**config.mk**
```make
export PLATFORM = sky130hd
export DESIGN_NAME = gpio_ovr_port
export DESIGN_NICKNAME = d
export VERILOG_FILES = /design/src/rtl/gpio_ovr_port.sv
export SDC_FILE = /design/constraint.sdc
export NUM_CORES = 1
export LEC_CHECK = 0
export BUFFER_PORTS_ARGS = -buffer_cell sky130_fd_sc_hd__buf_2
export CAP_MARGIN = 5
export CORE_ASPECT_RATIO = 0.8
export CORE_MARGIN = 2
export CORE_UTILIZATION = 42
export CTS_BUF_LIST = sky130_fd_sc_hd__clkbuf_8
export DETAILED_ROUTE_END_ITERATION = 8
export GPL_ROUTABILITY_DRIVEN = 0
export PLACE_DENSITY = 0.75
export SYNTH_ARGS = -nofsm -noshare
export SYNTH_HDL_FRONTEND = slang
export SYNTH_SLANG_ARGS = --single-unit
```
**constraint.sdc**
```tcl
create_clock -name clk -period 1.16 [get_ports clk]
set_input_delay 0.232 -clock clk [delete_from_list [all_inputs] [get_ports clk]]
set_output_delay 0.232 -clock clk [all_outputs]
set_load 0.02 [all_outputs]
```
**src/rtl/gpio_ovr_port.sv**
```systemverilog
module gpio_ovr_port #(
  parameter int W        = 8,
  parameter int XW       = 4,
  parameter int SCK_PIN  = 7,
  parameter int MISO_PIN = 6
) (
  input  logic          clk,
  input  logic          rst_n,
  input  logic          bus_sel,
  input  logic          bus_we,
  input  logic [1:0]    bus_addr,
  input  logic [W-1:0]  bus_wdata,
  output logic [W-1:0]  bus_rdata,
  input  logic [W-1:0]  pad_in,
  output logic [W-1:0]  pad_oe,
  output logic [W-1:0]  pad_out,
  output logic [W-1:0]  pad_pu,
  input  logic          spi_en,
  input  logic          spi_master,
  input  logic          xmem_en,
  input  logic          xmem_wr,
  input  logic          xmem_ale,
  input  logic [XW-1:0] xmem_addr,
  input  logic [XW-1:0] xmem_dout,
  output logic [XW-1:0] xmem_din
);

  logic [W-1:0] dir_q, lvl_q, sync1_q, sync2_q;
  logic         pud_q;
  logic [1:0]   live_q;

  wire wr_en = bus_sel & bus_we;

  always_ff @(posedge clk or negedge rst_n) begin
    if (!rst_n) begin
      dir_q  <= '0;
      lvl_q  <= '0;
      pud_q  <= 1'b0;
    end else if (wr_en) begin
      case (bus_addr)
        2'd0: lvl_q <= lvl_q ^ bus_wdata;
        2'd1: dir_q <= bus_wdata;
        2'd2: lvl_q <= bus_wdata;
        default: pud_q <= bus_wdata[0];
      endcase
    end
  end

  always_ff @(posedge clk or negedge rst_n) begin
    if (!rst_n) begin
      sync1_q <= '0;
      sync2_q <= '0;
      live_q  <= '0;
    end else begin
      sync1_q <= pad_in;
      sync2_q <= sync1_q;
      if (live_q != 2'd3) live_q <= live_q + 2'd1;
    end
  end

  always_comb begin
    case (bus_addr)
      2'd0:    bus_rdata = sync2_q;
      2'd1:    bus_rdata = dir_q;
      2'd2:    bus_rdata = lvl_q;
      default: bus_rdata = {{(W-1){1'b0}}, pud_q};
    endcase
  end

  assign xmem_din = sync2_q[XW-1:0];

  wire xbus_act = xmem_wr | xmem_ale;

  for (genvar i = 0; i < W; i++) begin : g_pin
    logic ddoe, ddov, pvoe, pvov, puoe, puov;
    if (i < XW) begin : g_xmem
      assign ddoe = xmem_en;
      assign ddov = xbus_act;
      assign pvoe = xmem_en;
      assign pvov = (xmem_addr[i] & xmem_ale) | (xmem_dout[i] & xmem_wr);
      assign puoe = xmem_en;
      assign puov = ~xbus_act & lvl_q[i];
    end else if (i == SCK_PIN) begin : g_sck
      assign ddoe = spi_en & ~spi_master;
      assign ddov = 1'b0;
      assign {pvoe, pvov, puoe, puov} = 4'b0;
    end else if (i == MISO_PIN) begin : g_miso
      assign ddoe = spi_en & spi_master;
      assign ddov = 1'b0;
      assign {pvoe, pvov, puoe, puov} = 4'b0;
    end else begin : g_plain
      assign {ddoe, ddov, pvoe, pvov, puoe, puov} = 6'b0;
    end
    assign pad_oe[i]  = ddoe ? ddov : dir_q[i];
    assign pad_out[i] = pvoe ? pvov : lvl_q[i];
    assign pad_pu[i]  = puoe ? puov : (lvl_q[i] & ~pad_oe[i] & ~pud_q);
  end


  pin_toggle_chk: assert property (@(posedge clk) disable iff (!rst_n)
    (wr_en && bus_addr == 2'd0) |=> lvl_q == $past(lvl_q ^ bus_wdata));


  sync_delay_chk: assert property (@(posedge clk) disable iff (!rst_n)
    (live_q == 2'd3) |-> sync2_q == $past(pad_in, 2));


  sck_slave_in_chk: assert property (@(posedge clk) disable iff (!rst_n)
    (spi_en && !spi_master) |-> !pad_oe[SCK_PIN]);


  miso_master_in_chk: assert property (@(posedge clk) disable iff (!rst_n)
    (spi_en && spi_master) |-> !pad_oe[MISO_PIN]);


  pu_vs_drive_chk: assert property (@(posedge clk) disable iff (!rst_n)
    (pad_oe & pad_pu) == '0);


  xmem_pu_off_chk: assert property (@(posedge clk) disable iff (!rst_n)
    (xmem_en && xbus_act) |-> pad_pu[XW-1:0] == '0);

endmodule

```
# Word level (Yosys, flattened, before mapping)
# Cells that the tools add are included.
classes:
  n_eq_ne: 2
  n_reduce_logical: 6
  bitwise: 49
  mux: 16
op_table:
  columns: ["op", "n"]
  rows:
  - ["$and A1 B1 Y1", 31]
  - ["$pmux W8 S3", 1]
  - ["$pmux W8 S2", 1]
  - ["$mux W1", 14]
  - ["$not A1 Y1", 12]
  - ["$xor A8 B8 Y8", 1]
  - ["$reduce_and A2 Y1", 3]
  - ["$or A1 B1 Y1", 5]
  - ["$reduce_or A3 Y1", 1]
  - ["$eq A2 B1 Y1 const B", 1]
  - ["$eq A2 B2 Y1 const B", 1]
  - ["$logic_not A2 Y1", 1]
  - ["$reduce_bool A2 Y1", 1]
word_totals:
  regBits: 33
  in_bits: 35
  elab_cells: 78
  output_inout_bits: 36

# Logic depth before layout (Yosys ltp)
logic_depth:
  depth_word: 6
  depth_mapped: 5
  mapped_depth_nobuf: 3

# Worst setup path before layout
# OpenSTA, ideal clock, no wires.
synth_timing:
  path_kind: "flip-flop to output port"
  startpoint: "register dir_q[6]"
  endpoint: "output port pad_pu[6]"
  t_arrival_ns: 1.198
  path_slack_ns: -0.270
  path_buffers: 0
  stages_incl_launch_ff: 3
  required_ns: 0.928
  path_cell_list: "dfrtp_1 > a21boi_0 > nor3b_1"
synth_via:
  elab_chain_len: 4
synth_lines:
  columns: ["element", "line_no", "rtl"]
  rows:
  - ["start, declared", "28", "logic [W-1:0] dir_q, lvl_q, sync1_q, sync2_q;"]
  - ["start signal, assigned", "42", "2'd1: dir_q <= bus_wdata;"]
  - ["$mux W1", "94", "assign pad_oe[i] = ddoe ? ddov : dir_q[i];"]
  - ["via pad_oe[6]", "15", "output logic [W-1:0] pad_oe,"]
  - ["$not A1 Y1", "96", "assign pad_pu[i] = puoe ? puov : (lvl_q[i] & ~pad_oe[i] & ~pud_q);"]
  - ["$and A1 B1 Y1 (2 in a row)", "96", null]
  - ["end, declared", "17", "output logic [W-1:0] pad_pu,"]
# The timed path passes the listed nets, and every way through them passes these cells.

# Worst setup path after layout
layout_timing:
  startpoint: "register pud_q"
  endpoint: "output port bus_rdata[0]"
layout_via:
  elab_chain_len: 1
layout_lines:
  columns: ["element", "line_no", "rtl"]
  rows:
  - ["start, declared", "29", "logic pud_q;"]
  - ["start signal, assigned", "44", "default: pud_q <= bus_wdata[0];"]
  - ["$pmux W8 S3", "62", "case (bus_addr)"]
  - ["end, declared", "13", "output logic [W-1:0] bus_rdata,"]
# Every way passes these cells.

==> impl_metrics.yaml <==
status:
  outcome: "complete, but fails checks"
  violations: "setup timing"
floorplan:
  floorplan.initialDensity: 0.431
  num_rows: 20
  die_area_um2: 4360
  ioPinCount: 71
  fp.dieH_um: 59.5
  fp.dieW_um: 73.4
  coreArea_um2: 3750
synth:
  ys_seq_elements: 33
  synth.avg_cell_area_um2: 10.9
  synth_top_cell_area_share: 0.511
  ys_types: 27
  synth_edf_count: 0
  synth-seq-area-share: 0.511
  netlist_top_cells_area: "dfrtp_1 51%, mux2_2 6.3%, buf_4 5.1%, a32o_1 4.3%, mux2i_1 4.3%"
  yosysWarnings: 0
  synthFlopType: "dfrtp_1"
  synth_fp_nets: 183
  synth_top_area_cell: "dfrtp_1"
  syn_area_um2: 1620
  ys_async_sr_fraction: 1.00
  syn_inst: 148
timing:
  tightest_slew_ps: 422
  slew-limit-headroom: 0.718
  fmax_mhz: 629
  setup_viol: 29
  grt_setup_unrepaired: "true"
  setup_slack_ps: -429
  worst_hold_slack_ps: 43.3
  fin_skew_ps: 0.494
  final_max_slew_viol_count: 0
  hold_viol: 0
  min_period_ps: 1590
  min_period_over_period: 1.37
finish:
  antenna_cells: 0
  syn_to_final_growth_pct: 58.8
  drive_gt1_frac: 0.624
  final_nets: 279
cts:
  cts_buffer_depth: 2
  cts_root_buf: "clkbuf_8"
  cts_tree: "done"
  cts_made_buffers: 5
  path_clk_slew_ps: 70
  h-tree-depth: 2
  cts_sinks: 33
  clk_latency_ps: 290
placement:
  portBuffers: 70
  pre_cts_ws_ps: -190
  dp.final_hpwl_um: 3070
drt:
  drtPass1Iterations: 4
  num_vias: 1502
  antenna_violating_nets_post_route: 0
  drc: 0
  viasPerCell: 5.20
  wl_per_cell_um: 15.2
  detail_route.iter0.violations: 64
  routed_wl_um: 4390
global_route:
  antenna_found_initial: 0
  grt_pass1_wl_um: 6490
  grt_max_degree: 34
  grt.total_usage: 0.205
  grt-ovfl-total: 0
  grt_pass1_vias: 1377
worst_setup_path:
  end_kind: "output port"
  worstSetupPathType: "reg -> out"
  cp_max_fo: 4
  cp-start-kind: "flop"
  required_ps: 930
  r2r_slack_ps: 120
  cp.arrival_ps: 1360
power:
  peakVddDrop_uv: 1010
  power.leakage_nw: 1.22
  powerDensity_nw_per_um2: 1580
run:
  drv_cap: 0
worst_hold_path:
  hold_class: "in -> reg"
repair_timing:
action | CTS | global route
cloned | 0 | 0
hold endpoints to repair | 33 | 0
pin swaps | 9 | 8
gates resized for setup | 50 | 23
buffers inserted | 5 | 3
hold buffers | 1 | 0
setup endpoints to repair | 28 | 29
cells by family (layout without fill, tap and decap cells):
group | count (synthesis) | in the layout | share of synthesized area
compound gates | 38 | 38 | 0.155
buf+inv | 20 | 117 | 0.0828
flops | 33 | 33 | 0.511
mux | 17 | 17 | 0.120
simple gates | 40 | 40 | 0.132
worst max-delay path, cell delays in order, from the launching register on:
cell	delay [ps]
dfrtp_2	440
mux4_2	480
buf_6	150
through the flow:
step                      utilization  setup TNS (ps)  instances  total power, W  instance area (um2)
after floorplan                     -           -1060        148         0.00217                 1670
after global placement          0.578           -2680        273         0.00256                 2170
after detailed placement        0.578           -3280        273         0.00259                 2170
after CTS                       0.655           -5800        286         0.00393                 2460
after global routing            0.684           -7230        289         0.00424                 2570
final                           0.684           -5690        289         0.00405                 2570
registers in the layout, indices dropped and copies added (netlist names):
signal and count:
sync1_q 8, dir_q 8, pud_q 1, sync2_q 8, lvl_q 8
area by class of cell:
type | instances | area [um2]
clock inverters | 3 | 46.3
fillers | 286 | 1190
well taps | 44 | 55.1
inverters | 2 | 7.51
multi-input cells | 95 | 782
flip-flops and latches | 33 | 831
clock buffers | 5 | 68.8
repair buffers | 107 | 777
synthesized netlist by cell type, types with 3 or more instances:
library cell / number
dfrtp_1: 33
nand2_1: 14
o21ai_0: 14
nor2_1: 12
buf_4: 11
mux2_2: 9
a32o_1: 7
mux2i_1: 7
a21oi_1: 6
a22oi_1: 4
nor3_1: 4
nor3b_1: 4
o21a_1: 4
clkbuf_1: 3
routing by layer:
metal	GRT usage	wire length, um
met1	0.273	1950
met5	0	0
met4	0.0805	78
met3	0.0663	305
met2	0.313	2060
final timing paths:
check	start	to	depth (start not counted)
hold reg to reg	sync1_q[7]	sync2_q[7]	0
max in group asynchronous	rst_n	dir_q[2]	3
setup / recovery	pud_q	bus_rdata[0]	2
setup reg to reg	lvl_q[4]	lvl_q[4]	4
hold / removal	pad_in[7]	sync1_q[7]	1
min in group asynchronous	rst_n	sync2_q[0]	3
placed cells by master, fill, tap and decap left out, drive strengths merged, types with 2 or more instances in the layout:
cell,n
mux2,9
buf,106
o21a,4
a21oi,6
a32o,7
inv,2
a21boi,2
nor3b,5
a22oi,4
nand4,2
nor3,4
dfrtp,33
nor2,12
clkbuf,5
nand2,14
o21ai,15
mux2i,7
power by group:
part	leakage (nW)	internal (W)	total, W	switching, W
Clock	0.0543	0.000642	0.00109	0.000451
Combinational	0.782	0.000781	0.00148	0.000703
Sequential	0.388	0.00131	0.00147	0.000158
Total	1.22	0.00274	0.00405	0.00131
No activity file was read; power rests on OpenSTA's default activity.
